`src/rtl/hs_pkg.sv`:
```
package hs_pkg;
  typedef enum logic [2:0] {
    PH_IDLE    = 3'd0,
    PH_CHARGE  = 3'd1,
    PH_HARVEST = 3'd2,
    PH_DONE    = 3'd3,
    PH_FAULT   = 3'd4
  } phase_t;
endpackage

```
`src/rtl/hs_sync.sv`:
```
// Two-stage synchroniser for a bundle of independent asynchronous levels.
module hs_sync #(
  parameter int WIDTH = 3
) (
  input  logic             clk,
  input  logic             rst,
  input  logic [WIDTH-1:0] d_async,
  output logic [WIDTH-1:0] q_sync
);
  logic [WIDTH-1:0] stage1;

  always_ff @(posedge clk) begin
    if (rst) begin
      stage1 <= '0;
      q_sync <= '0;
    end else begin
      stage1 <= d_async;
      q_sync <= stage1;
    end
  end
endmodule

```
`src/rtl/hs_tick_div.sv`:
```
// Clock-enable divider: one tick every DIV_RATIO cycles while run is high.
// The count restarts from zero whenever run is low.
module hs_tick_div #(
  parameter int DIV_RATIO = 977
) (
  input  logic clk,
  input  logic rst,
  input  logic run,
  output logic tick
);
  localparam int DW = (DIV_RATIO > 2) ? $clog2(DIV_RATIO) : 1;
  localparam logic [DW-1:0] TOP = DW'(DIV_RATIO - 1);

  logic [DW-1:0] cnt;

  assign tick = run && (cnt == TOP);

  always_ff @(posedge clk) begin
    if (rst || !run) cnt <= '0;
    else if (tick)   cnt <= '0;
    else             cnt <= cnt + 1'b1;
  end
endmodule

```
`src/rtl/hs_phase_ctrl.sv`:
```
// Phase sequencer: charge, quiet harvest, done and fault, with registered outputs.
module hs_phase_ctrl
  import hs_pkg::*;
#(
  parameter int SEED_BITS    = 768,
  parameter int CHARGE_LIMIT = 2500000
) (
  input  logic clk,
  input  logic rst,
  input  logic start_req,
  input  logic cmp_s,
  input  logic hi_s,
  input  logic lo_s,
  input  logic tick,
  output logic harvesting,
  output logic boost_en,
  output logic bit_valid,
  output logic bit_data,
  output logic seed_done,
  output logic charge_fault
);
  localparam int CW = $clog2(SEED_BITS + 1);
  localparam int TW = $clog2(CHARGE_LIMIT + 1);
  localparam logic [CW-1:0] LAST_BIT = CW'(SEED_BITS - 1);
  localparam logic [TW-1:0] LAST_TMR = TW'(CHARGE_LIMIT - 1);

  phase_t        phase;
  logic [CW-1:0] nbits;
  logic [TW-1:0] timer;

  assign harvesting = (phase == PH_HARVEST);

  always_ff @(posedge clk) begin
    if (rst) begin
      phase        <= PH_IDLE;
      nbits        <= '0;
      timer        <= '0;
      boost_en     <= 1'b0;
      bit_valid    <= 1'b0;
      bit_data     <= 1'b0;
      seed_done    <= 1'b0;
      charge_fault <= 1'b0;
    end else begin
      bit_valid <= 1'b0;
      case (phase)
        PH_IDLE, PH_DONE, PH_FAULT: begin
          if (start_req) begin
            phase        <= PH_CHARGE;
            boost_en     <= 1'b1;
            timer        <= '0;
            nbits        <= '0;
            seed_done    <= 1'b0;
            charge_fault <= 1'b0;
          end
        end
        PH_CHARGE: begin
          if (hi_s) begin
            phase    <= PH_HARVEST;
            boost_en <= 1'b0;
          end else if (timer == LAST_TMR) begin
            phase        <= PH_FAULT;
            boost_en     <= 1'b0;
            charge_fault <= 1'b1;
          end else begin
            timer <= timer + 1'b1;
          end
        end
        PH_HARVEST: begin
          if (!lo_s) begin
            phase    <= PH_CHARGE;
            boost_en <= 1'b1;
            timer    <= '0;
          end else if (tick) begin
            bit_valid <= 1'b1;
            bit_data  <= cmp_s;
            nbits     <= nbits + 1'b1;
            if (nbits == LAST_BIT) begin
              phase     <= PH_DONE;
              seed_done <= 1'b1;
            end
          end
        end
        default: begin
          phase    <= PH_IDLE;
          boost_en <= 1'b0;
        end
      endcase
    end
  end
endmodule

```
`src/rtl/entropy_harvest_seq.sv`:
```
module entropy_harvest_seq #(
  parameter int DIV_RATIO    = 977,
  parameter int SEED_BITS    = 768,
  parameter int CHARGE_LIMIT = 2500000
) (
  input  logic clk,
  input  logic rst,
  input  logic start_req,
  input  logic cmp_raw,
  input  logic sup_hi_raw,
  input  logic sup_lo_raw,
  output logic boost_en,
  output logic bit_valid,
  output logic bit_data,
  output logic seed_done,
  output logic charge_fault
);
  localparam int NSYNC = 3;

  logic [NSYNC-1:0] synced;
  logic             harvesting;
  logic             tick;

  hs_sync #(.WIDTH(NSYNC)) sync_i (
    .clk    (clk),
    .rst    (rst),
    .d_async({cmp_raw, sup_hi_raw, sup_lo_raw}),
    .q_sync (synced)
  );

  hs_tick_div #(.DIV_RATIO(DIV_RATIO)) div_i (
    .clk (clk),
    .rst (rst),
    .run (harvesting),
    .tick(tick)
  );

  hs_phase_ctrl #(
    .SEED_BITS   (SEED_BITS),
    .CHARGE_LIMIT(CHARGE_LIMIT)
  ) ctrl_i (
    .clk         (clk),
    .rst         (rst),
    .start_req   (start_req),
    .cmp_s       (synced[2]),
    .hi_s        (synced[1]),
    .lo_s        (synced[0]),
    .tick        (tick),
    .harvesting  (harvesting),
    .boost_en    (boost_en),
    .bit_valid   (bit_valid),
    .bit_data    (bit_data),
    .seed_done   (seed_done),
    .charge_fault(charge_fault)
  );
endmodule

```
`config.mk`:
```
export PLATFORM = sky130hd
export DESIGN_NAME = entropy_harvest_seq
export DESIGN_NICKNAME = d
export VERILOG_FILES = /design/src/rtl/hs_pkg.sv /design/src/rtl/hs_sync.sv /design/src/rtl/hs_tick_div.sv /design/src/rtl/hs_phase_ctrl.sv /design/src/rtl/entropy_harvest_seq.sv
export SDC_FILE = /design/constraint.sdc
export NUM_CORES = 1
export LEC_CHECK = 0
export ABC_AREA = 1
export ABC_CLOCK_PERIOD_IN_PS = 4100
export CORE_MARGIN = 3
export CORE_UTILIZATION = 30
export CTS_CLUSTER_DIAMETER = 60
export DETAILED_ROUTE_END_ITERATION = 8
export SYNTH_ARGS = -nofsm -noshare
export SYNTH_HDL_FRONTEND = slang
export SYNTH_SLANG_ARGS = --single-unit
```
`constraint.sdc`:
```
create_clock -name clk -period 4.1 [get_ports clk]
set_input_delay 0.82 -clock clk [delete_from_list [all_inputs] [get_ports clk]]
set_output_delay 0.82 -clock clk [all_outputs]
set_load 0.02 [all_outputs]
```
Word-level counts from Yosys, hierarchy flattened
Index checks and enable logic that the tools add are counted.
Widths: inputs -> output; s select.
{"block": "totals", "ff_bits": 56, "latchBits": 0, "ramBits": 0, "mem_bits_ro": 0, "input_bits": 6, "output_inout_bits": 5, "word_cells": 81, "memories": 0}
{"block": "op_classes", "addsub": 3, "n_mul": 0, "div_mod_pow": 0, "n_lt_le_gt_ge": 0, "n_eq_ne": 18, "shift": 0, "muxes": 30, "bitwise_logic": 2, "n_reduce_logical": 17}
{"cell": "$mux 22", "count": 4}
{"cell": "$pmux 22 s3", "count": 1}
{"cell": "$mux 10", "count": 3}
{"cell": "$add 22x1->22 const B", "count": 1}
{"cell": "$eq 22x22->1 const B", "count": 1}
{"cell": "$add 10x1->10 const B", "count": 2}
{"cell": "$eq 10x10->1 const B", "count": 2}
{"cell": "$pmux 10 s2", "count": 1}
{"cell": "$mux 3", "count": 6}
{"cell": "$reduce_and 4->1", "count": 3}
{"cell": "$mux 1", "count": 11}
{"cell": "$ne 2x2->1 const B", "count": 5}
{"cell": "$reduce_and 5->1", "count": 2}
{"cell": "$ne 3x2->1 const B", "count": 3}
{"cell": "$pmux 3 s3", "count": 1}
{"cell": "$eq 3x2->1 const B", "count": 2}
{"cell": "$ne 2x1->1 const B", "count": 3}
{"cell": "$reduce_and 3->1", "count": 2}
{"cell": "$reduce_or 3->1", "count": 2}
{"cell": "$pmux 1 s2", "count": 2}
{"cell": "$reduce_bool 2->1", "count": 2}
{"cell": "$eq 3x1->1 const B", "count": 1}
{"cell": "$eq 3x3->1 const B", "count": 1}
{"cell": "$logic_not 3->1", "count": 1}
{"cell": "other kinds (7)", "count": 8}

Logic depth before layout (Yosys ltp)
Gate-level depths: netlist of the first run.
{"block": "logic_depth", "word_depth": 5, "mapped_depth": 11, "ltp_nobuf": 11}

Hierarchy
From an unflattened synthesis of the first run, not the netlist that was laid out.
{"block": "hier_totals", "hier_cells": 480, "hier_area_um2": 3070.4}
{"module": "hs_phase_ctrl", "instances": 1, "cells_each": 389, "area_each_um2": 2378.5, "seq_area_each_um2": 800.8}
{"module": "hs_tick_div", "instances": 1, "cells_each": 73, "area_each_um2": 526.8, "seq_area_each_um2": 200.2}
{"module": "hs_sync", "instances": 1, "cells_each": 18, "area_each_um2": 165.2, "seq_area_each_um2": 120.1}

Worst setup path after synthesis of the first run
No wires, ideal clock.
{"block": "synth_timing", "kind": "input -> register", "from": "input port rst", "to": "register ctrl_i.timer[18]", "setup_ns": 0.114, "t_arrival_ns": 1.622, "required_time_ns": 3.986, "setup_slack_ns": 2.364, "cell_stages": 5, "n_path_buf": 2, "path_cell_list": "clkbuf_1 > inv_1 > clkbuf_1 > nand4_1 > nand2_1"}
{"item": "from (decl)", "line": "entropy_harvest_seq.sv:7", "rtl": "input logic rst,"}
{"item": "to (signal assigned)", "line": "hs_phase_ctrl.sv:65", "rtl": "timer <= timer + 1'b1;"}
{"item": "to (decl)", "line": "hs_phase_ctrl.sv:29", "rtl": "logic [TW-1:0] timer;"}

Final worst setup path of the first run
{"block": "layout_timing", "from": "register ctrl_i.seed_done", "to": "output port seed_done"}
{"item": "from (decl)", "line": "hs_phase_ctrl.sv:19", "rtl": "output logic seed_done,"}
{"item": "from (signal assigned)", "line": "hs_phase_ctrl.sv:41", "rtl": "seed_done <= 1'b0;"}
{"item": "from (signal assigned)", "line": "hs_phase_ctrl.sv:52", "rtl": "seed_done <= 1'b0;"}
{"item": "from (signal assigned)", "line": "hs_phase_ctrl.sv:79", "rtl": "seed_done <= 1'b1;"}
{"item": "to (decl)", "line": "entropy_harvest_seq.sv:15", "rtl": "output logic seed_done,"}
No word-level cell between the ends.

==> summary.md, run 1 <==
| Metric | Value |
|---|---|
| Outcome | completed |
| Syn Area/Cell | roughly 6.3 um^2 |
| Element type at the critical path end | output port |
| Wirelength, routed | between 7000 and 8000 um |
| CP startpoint kind | register |
| Share of cells above drive strength 1 | 5.88% |
| Core footprint | 10000 um^2 |
| DR vias | 3,014 |
| First-pass GRT wire length | 12,800 um |
| Post-synthesis sequential area ratio | 35.5% |
| CTS tree | done |
| Overflow after GRT | 0 |
| Clk_skew | 0.0121 ns |
| GRT met2 Usage | 22.0% |
| Most Crowded Layer GR | met2 |
| Die ar. | 11,800 um^2 |
| Synth Warn # | 0 |
| H-tree lvl count | 2 |
| Async SR Flop Fraction | 0% |
| Synth top area share | 35.5% |
| Crit share post-route | approximately half |
| Routability cong. | 0.845 |
| Netlist cell types | 30 |
| P&R area growth vs syn | 10.5% |
| Skew-Pair Late Insertion Delay | 0.32 ns |
| Max stage delay cell, worst path | clkdlybuf4s50_1 |
| Relative slew slack | 61.1% |
| Worst-path clk slew | 0.11 ns |
| Final Max Slew Viols | 0 |
| Final ANT Viol Nets | 0 |
| Total track usage | 13.3% |
| Synth Flop Type | dfxtp_1 |
| Initial Util | between 30% and 40% |
| Antenna cells | 0 |
| Post-DP HPWL | 5490 um |
| Crit path DAT | 1.30 ns |
| M3 GR Usage | 2.25% |
| Syn_nets | 508 |
| Max cap viols | 0 |
| Crit path kind | reg2out |
| Worst-path fanout max | 2 |
| Cell Area, Synth | 3160 um^2 |
| Worst vdd ir | roughly 0.00025 V |
| Critical Path Start | ctrl_i.seed_done |
| Total Nets Final | 519 |
| EDFF count, synth | 0 |
| Hold WS | 0.409 ns |
| Hold_buf cts | 0 |
| Largest net degree at the start of global routing | 28 |
| WL/cell | roughly 11 um |
| Setup bufs post-CTS | 0 |
| Fmax | 0.472 GHz |
| Number of port buffers | 10 |
| Crit-path max cell delay | around 0.63 ns |
| Tmin final | around 2.1 ns |
| Post-CTS resize count | 0 |
| DR DRC count | 0 |
| Hold Vio Cnt, Final | 0 |
| Via-per-instance ratio | 4.69 |
| Top cells by area, synth | dfxtp_1, nand2_1, nor2_1 |
| Clk root buf | clkbuf_8 |
| FP Rows | 36 |
| Die Y | 109 um |
| Worst path top cell family by delay | buffers and inverters |
| Top-count cell post-synth | nand2_1 |
| Static Leak | 1.38 nW |
| Synth Register Bits | 56 |
| Pwr dens | between 300 and 400 nW/um^2 |
| Post-Syn Instances | 498 |
| Crit-path cells | clkdlybuf4s50_1 |
| Hold Startpoint | sync_i.stage1[0] |
| I/O pins | 11 |
| Finished Layout Cells | 643 |
| Worst-margin pin slew | 0.582 ns |
| Yosys top cell by area | dfxtp_1 |
| Die width | 109 um |
| Layout Utilization | 34.9% |
| Hold Crit Class | reg2reg |
| Final setup TNS | 0 ns |
| Clock sink total | 56 |
| Initial DRT Pass Iterations | 5 |
| Initial antenna violation count | 0 |
| Worst flop-to-flop path startpoint | ctrl_i.phase[2] |
| Top cells by count, synth | nand2_1, nor2_1, inv_1 |
| Vias in the first global route | 2,817 |
| Largest buffer count on any clock path | 2 |
| Inst Count DP | roughly 640 |
| CTS buffer count | 5 |
| RSZ-0062 raised after global routing | no |
| Crit path buf inv count | 1 |
| Initial DRC Count | 204 |
| GRT met1 Usage | between 15 and 20% |
| Worst endpoint required time | about 3.3 ns |
| # setup viols final | 0 |
## final timing paths
path	end	slack (ns)	depth (start not counted)
max reg2reg	ctrl_i.timer[19]	2.01	9
min	sync_i.q_sync[0]	0.41	2
min reg2reg	sync_i.q_sync[0]	0.41	2
max	seed_done	1.98	1
## cell families (layout without fill, tap and decap cells)
group | after synthesis | after routing | share of synthesized area (%)
XOR/XNOR | 12 | 12 | 3.33
buffers and inverters | 81 | 93 | 9.98
adder cells (fa/ha/maj) | 4 | 4 | 1.58
flip-flops | 56 | 56 | 35.5
AO/OA/AOI/OAI | 40 | 40 | 7.13
AND/OR/NAND/NOR | 305 | 305 | 42.5
## power breakdown
part           total [W]  internal [W]  leakage, nW  switching, W
Clock           0.000327      0.000125       0.0452      0.000202
Combinational   0.000455      0.000122        0.885      0.000333
Sequential      0.000606      0.000574        0.454     0.0000326
Total            0.00139      0.000821         1.38      0.000567
## layout by cell type, fill, tap and decap left out, drive strengths merged
master           n
ha               4
a31oi            1
o21ai           12
dfxtp           56
clkbuf           5
o21bai           2
nand2          132
nor2            95
nand3           43
buf              1
a21oi           25
nand3b           1
clkdlybuf4s50   10
xnor2            1
nor3b            4
nand4           18
clkinvlp         1
xor2            11
nor3            11
inv             76
or2              1
## metrics by stage
step | total power [W] | area, um^2 | worst slack [ns]
floorplan | 0.000979 | 3160 | 2.36
global placement | 0.00107 | 3400 | 1.84
detailed placement | 0.00107 | 3400 | 1.80
CTS | 0.00140 | 3490 | 1.95
global route | 0.00149 | 3490 | 1.75
finish | 0.00139 | 3490 | 1.98
## routing by layer
layer  share of wire, %  wire length [um]  vias up
met5                  0                 0        -
li1                   -                 -     1589
met3                3.5               249       11
met1                 49              3530     1364
met2                 46              3290       50
met4                1.5               110        0
## flip-flops by register name, summed over array words and instances, names as in the netlist, 3 cells and up
name           cells
sync_i.q_sync      3
div_i.cnt         10
sync_i.stage1      3
ctrl_i.nbits      10
ctrl_i.timer      22
ctrl_i.phase       3
## final cells by class
cell class / instances / area (um^2)
well taps: 133 / 166
repair buffers: 11 / 108
inverters: 74 / 278
clock buffers: 5 / 68.8
fillers: 1110 / 6510
multi-input cells: 361 / 1720
clock inverters: 3 / 25.0
flip-flops and latches: 56 / 1120
## worst register-to-register path, delay by kind of cell (launching register included)
| family | cells | cell delay (ns) |
|---|---|---|
| buf+inv | 3 | 0.64 |
| simple gates | 6 | 1.06 |
| flops | 1 | 0.35 |
(Power assumes the default switching activity.)
==> inputs of run 2 (changes only) <==
--- a/config.mk
+++ b/config.mk
@@ -6,7 +6,7 @@
 export NUM_CORES = 1
 export LEC_CHECK = 0
 export ABC_AREA = 1
-export ABC_CLOCK_PERIOD_IN_PS = 4100
+export ABC_CLOCK_PERIOD_IN_PS = 1900
 export CORE_MARGIN = 3
 export CORE_UTILIZATION = 30
 export CTS_CLUSTER_DIAMETER = 60
==> constraint.sdc (replaced) <==
create_clock -name clk -period 1.9 [get_ports clk]
set_input_delay 0.38 -clock clk [delete_from_list [all_inputs] [get_ports clk]]
set_output_delay 0.38 -clock clk [all_outputs]
set_load 0.02 [all_outputs]
==> run 2 against run 1 <==
Die area unchanged. Critical path type is now reg2reg. Routed wire length grew 3.3%. Worst setup slack lost 1.8 ns. Design area rose by 3.1%. Final cell count increased by 1.9%. Largest cell class unchanged.
==> summary.md, run 2 (same netlist as run 1, synthesis figures left out) <==
| Metric | Value |
|---|---|
| Clk_skew | 0.00715 ns |
| Clock power share | between 20% and 30% |
| Worst flop-to-flop path startpoint | ctrl_i.timer[1] |
| Crit path kind | reg2reg |
| Metal3 WL | 286 um |
| Worst path top cell family by delay | simple AND/OR/NAND/NOR gates |
| Hold path depth | 2 |
| Total Nets Final | approximately 530 |
| Switch Pwr | ~0.0013 W |
| Die ar. | about 12,000 um^2 |
| Die Y | 109 um |
| Biggest regs | ctrl_i.timer (22), ctrl_i.nbits (10), div_i.cnt (10) |
| Reg-to-reg critical path endpoint | ctrl_i.charge_fault |
| Initial DRC Count | 109 |
| Worst endpoint required time | 2.16 ns |
| Reg-to-reg slack, setup | 0.17 ns |
| CP startpoint kind | register |
| DR DRC count | 0 |
| Reg2reg path depth | 10 |
| Number of port buffers | 10 |
| Relative slew slack | 69.7% |
| WL met2 | roughly 3600 um |
| Tmin final | around 1.7 ns |
| Post-DP HPWL | 5590 um |
| Crit-path cells | ha_1 > nand2_1 > nor2_4 > nand3_2 > nor2_4 > nand3_4 > buf_4 > nand2_1 > nand3_1 > a21oi_1 |
| Clk root buf | clkbuf_8 |
| Crit share post-route | 90.9% |
| WL/cell | 11.3 um |
| Top sig layer | met4 |
| Final setup TNS | 0 ns |
| Wirelength, routed | 7410 um |
| WL met1 | between 3000 and 4000 um |
| Worst vdd ir | 0.000421 V |
| Initial antenna violation count | 0 |
| Overflow after GRT | 0 |
| # fillers | 1,095 |
| Gate power share | 35.6% |
| Hold endpoint | sync_i.q_sync[0] |
| Final ANT Viol Nets | 0 |
| Hold Crit Class | reg2reg |
| I/O pins | 11 |
| Worst-path clk slew | 0.11 ns |
| Largest buffer count on any clock path | 2 |
| Area of the multi-input gates | 1740 um^2 |
| FP Rows | 36 |
| Sw frac | 40.8% |
| Finished Layout Cells | 655 |
| RSZ-0062 raised after global routing | no |
| Clock sink total | 56 |
| Outcome | completed |
| Static Leak | approximately 1.4 nW |
| Share of cells above drive strength 1 | 8.62% |
| CTS buffer count | 5 |
| Hold WS | around 0.41 ns |
| Worst-path fanout max | 9 |
| Setup bufs post-CTS | 0 |
| Biggest register | ctrl_i.timer |
| Largest net degree at the start of global routing | 20 |
| Register area | around 1100 um^2 |
| Hold_buf cts | 0 |
| Inst Count DP | 647 |
| Internal Power | 0.00185 W |
| Reg power frac | 41.4% |
| Max reg flops | 22 |
| H-tree lvl count | 2 |
| Worst-margin pin slew | 0.453 ns |
| Fmax | 0.579 GHz |
| Routability cong. | 0.880 |
| DR vias | 3,058 |
| Crit path DAT | 1.98 ns |
| Initial DRT Pass Iterations | 4 |
| Skew-Pair Late Insertion Delay | 0.32 ns |
| Final Max Slew Viols | 0 |
| Antenna cells | 0 |
| Most common cell after layout, fill and taps aside | nand2_1 |
| First-pass GRT wire length | 13,100 um |
| WP depth | 10 |
| # setup viols final | 0 |
| Max cap viols | 0 |
| Die width | 109 um |
| Core footprint | 10000 um^2 |
| Commonest cells after routing, fill and taps aside | nand2_1, nor2_1, inv_1 |
| Element type at the critical path end | register |
| Crit path buf inv count | 1 |
| Pwr dens | 869 nW/um^2 |
| Total track usage | ~14% |
| P&R area growth vs syn | 13.9% |
| Vias in the first global route | 2,981 |
| Via-per-instance ratio | 4.67 |
| Hold Startpoint | sync_i.stage1[0] |
| Initial Util | 31.6% |
| Max stage delay cell, worst path | dfxtp_1 |
| Hold Vio Cnt, Final | 0 |
| CTS tree | done |
| Crit-path max cell delay | 0.39 ns |
run 2: layer usage:
| metal | GRT usage, % | vias up |
|---|---|---|
| met2 | 23.9 | 61 |
| met4 | 4.33 | 0 |
| met3 | 2.25 | 11 |
| met1 | 16.8 | 1375 |
| met5 | 0 | - |
| li1 | - | 1611 |
run 2: how the worst max path moves through the flow:
stage	start	to	slack, ns
final	ctrl_i.timer[1]	ctrl_i.charge_fault	0.17
after global routing	ctrl_i.phase[1]	ctrl_i.nbits[9]	0.008
after CTS	ctrl_i.timer[1]	ctrl_i.timer[21]	0.12
after detailed placement	start_req	ctrl_i.nbits[9]	0.1
after global placement	start_req	ctrl_i.nbits[9]	0.16
after floorplan	ctrl_i.timer[0]	ctrl_i.timer[2]	0.28
run 2: stage by stage:
stage / total power [W] / utilization [%] / instance area [um^2] / setup WS [ns]
4_1_cts: 0.00313 / 35.8 / 3580 / 0.123
3_5_place_dp: 0.00241 / 34.9 / 3490 / 0.0975
6_report: 0.00313 / 36.0 / 3600 / 0.174
5_1_grt: 0.00336 / 36.0 / 3600 / 0.00793
2_1_floorplan: 0.00211 / - / 3160 / 0.283
3_3_place_gp: 0.00240 / 34.9 / 3490 / 0.156
run 2: tightest hold or removal path, cell delays in order (launching register included):
cell,delay (ns)
dfxtp_1,0.32
inv_1,0.04
nor2_1,0.03
run 2: timing repair:
| item | CTS | global route |
|---|---|---|
| resized for setup | 0 | 4 |
| endpoints found under the setup margin | 0 | 9 |
| hold endpoints to repair | 0 | 0 |
run 2: layout make-up:
type	count	share of cell area, %
well taps	133	4.63
flip-flops and latches	56	31.2
multi-input cells	361	48.3
repair buffers	23	5.50
clock inverters	3	0.696
inverters	74	7.72
clock buffers	5	1.91
run 2: power by group through the flow:
| stage | registers (W) | logic (W) | clock network, W |
|---|---|---|---|
| floorplan | 0.00133 | 0.000780 | 0 |
| global placement | 0.00132 | 0.00108 | 0 |
| detailed placement | 0.00132 | 0.00109 | 0 |
| CTS | 0.00129 | 0.00109 | 0.000744 |
| global route | 0.00130 | 0.00126 | 0.000791 |
| finish | 0.00129 | 0.00111 | 0.000717 |
==> inputs of run 3 (changes only) <==
--- a/config.mk
+++ b/config.mk
@@ -11,6 +11,7 @@
 export CORE_UTILIZATION = 30
 export CTS_CLUSTER_DIAMETER = 60
 export DETAILED_ROUTE_END_ITERATION = 8
+export REMOVE_ABC_BUFFERS = 1
 export SYNTH_ARGS = -nofsm -noshare
 export SYNTH_HDL_FRONTEND = slang
 export SYNTH_SLANG_ARGS = --single-unit
==> run 3 against run 2 <==
Global-route usage is 0.90 points lower. Critical path depth stayed put. Largest power group unchanged. Worst hold slack worse by 0.0091 ns.
==> summary.md, run 3 (same netlist as run 1, synthesis figures left out) <==
| Metric | Value |
|---|---|
| Worst endpoint required time | 2.15 ns |
| DR vias | approximately 3,000 |
| Largest buffer count on any clock path | 2 |
| Skew-Pair Late Insertion Delay | 0.31 ns |
| Crit-path max cell delay | 0.37 ns |
| Max reg flops | 22 |
| P&R area growth vs syn | 13.3% |
| Reg2reg path depth | 10 |
| Commonest cells after routing, fill and taps aside | nand2_1, nor2_1, inv_1 |
| Hold Vio Cnt, Final | 0 |
| Crit path kind | reg2reg |
| PnR worst setup slack | 0.159 ns |
| Reg-to-reg slack, setup | 0.16 ns |
| Hold WS | 0.406 ns |
| Clk root buf | clkbuf_8 |
| Initial antenna violation count | 0 |
| Pwr dens | 860 nW/um^2 |
| # setup viols final | 0 |
| Initial Util | 31.6% |
| Outcome | completed |
| Max stage delay cell, worst path | dfxtp_2 |
| Worst-path fanout max | 9 |
| Critical Path Start | ctrl_i.timer[1] |
| Total track usage | between 10% and 20% |
| Vias in the first global route | 2,758 |
| Tmin final | 1.74 ns |
| Wirelength, routed | 7100 um |
| Max cap viols | 0 |
| Total Nets Final | 528 |
| Worst-margin pin slew | 0.553 ns |
| Final Max Slew Viols | 0 |
| Placement-stage worst setup slack | 0.0592 ns |
| Inst Count DP | 641 |
| Initial DRT Pass Iterations | 4 |
| Clk_skew | 0.00928 ns |
| DR DRC count | 0 |
| Initial DRC Count | 167 |
| Overflow after GRT | 0 |
| # fillers | 1,108 |
| Worst vdd ir | around 0.00042 V |
| Biggest register | ctrl_i.timer |
| Die Y | between 100 and 150 um |
| Die ar. | about 12,000 um^2 |
| CTS buffer count | 5 |
| Placed Area | 3440 um^2 |
| Largest net degree at the start of global routing | 20 |
| Hold Crit Class | reg2reg |
| Biggest regs | ctrl_i.timer (22), ctrl_i.nbits (10), div_i.cnt (10) |
| Layout Utilization | 35.8% |
| Crit share post-route | 91.6% |
| Reg-to-reg critical path endpoint | ctrl_i.charge_fault |
| WL/cell | 10.9 um |
| Fmax | 0.574 GHz |
| Crit-path cells | ha_2 > nand2_1 > nor2_4 > nand3_2 > nor2_4 > nand3_4 > buf_4 > nand2_1 > nand3_1 > a21oi_1 |
| CTS tree | done |
| Most common cell after layout, fill and taps aside | nand2_1 |
| Via-per-instance ratio | approximately 4.6 |
| Clock sink total | 56 |
| Final ANT Viol Nets | 0 |
| Finished Layout Cells | 652 |
| Number of port buffers | 10 |
| I/O pins | 11 |
| H-tree lvl count | 2 |
| Routability cong. | about 0.87 |
| Hold path depth | 2 |
| Core footprint | 10000 um^2 |
| Crit path DAT | 1.99 ns |
| Worst-path clk slew | 0.11 ns |
| Final Cell Area | 3580 um^2 |
| Hold Startpoint | sync_i.stage1[2] |
| Hold endpoint | sync_i.q_sync[2] |
| Antenna cells | 0 |
| Worst flop-to-flop path startpoint | ctrl_i.timer[1] |
| Die width | 109 um |
| Element type at the critical path end | register |
| Relative slew slack | 63.1% |
| CP startpoint kind | register |
| Post-DP HPWL | approximately 5300 um |
| Static Leak | 1.43 nW |
| FP Rows | 36 |
| Share of cells above drive strength 1 | 8.48% |
| First-pass GRT wire length | 12,400 um |
==> run 3: layout make-up <==
cell class                      count  area (um^2)  share of cell area [%]
Multi-Input combinational cell    361         1750                    48.8
Sequential cell                    56         1120                    31.4
Inverter                           74          278                    7.76
Timing Repair Buffer               20          175                    4.89
Tap cell                          133          166                    4.65
Clock buffer                        5         68.8                    1.92
Clock inverter                      3         21.3                   0.594
==> run 3: how the worst max path moves through the flow <==
stage | slack, ns | endpoint
global route | -0.02 | ctrl_i.timer[19]
global placement | 0.08 | ctrl_i.nbits[9]
floorplan | 0.26 | ctrl_i.timer[19]
detailed placement | 0.06 | ctrl_i.nbits[2]
finish | 0.16 | ctrl_i.charge_fault
CTS | 0.06 | ctrl_i.timer[21]
==> run 3: metrics by stage <==
| step | total power (W) | TNS (ns) |
|---|---|---|
| 2_1_floorplan | 0.00204 | 0 |
| 3_3_place_gp | 0.00237 | 0 |
| 3_5_place_dp | 0.00238 | 0 |
| 4_1_cts | 0.00307 | 0 |
| 5_1_grt | 0.00331 | -0.0687 |
| 6_report | 0.00308 | 0 |
==> run 3: worst max-delay path: cells and delay by family (launching register included) <==
family / cells / cell delay (ns)
buffers and inverters: 1 / 0.21
and+or+nand+nor: 7 / 0.76
adders and majority gates: 1 / 0.21
DFF: 1 / 0.37
AOI/OAI and AO/OA: 1 / 0.14
==> run 3: timing repair <==
action                     in CTS  in global routing
setup endpoints to repair       0                 21
buffers inserted                0                  3
gates resized for setup         0                  7
hold buffers                    0                  0
==> run 3: power breakdown <==
part           switching [W]  internal (W)  total (W)
Sequential         0.0000557       0.00124    0.00129
Combinational       0.000781      0.000327    0.00111
Clock               0.000414      0.000263   0.000678
==> run 3: per-layer routing <==
metal	wire (um)	vias to the layer above	global-route usage, %
met2	3250	33	21.8
met4	64	0	2.71
met5	0	-	0
met1	3600	1356	16.8
met3	192	6	1.95
li1	-	1606	-
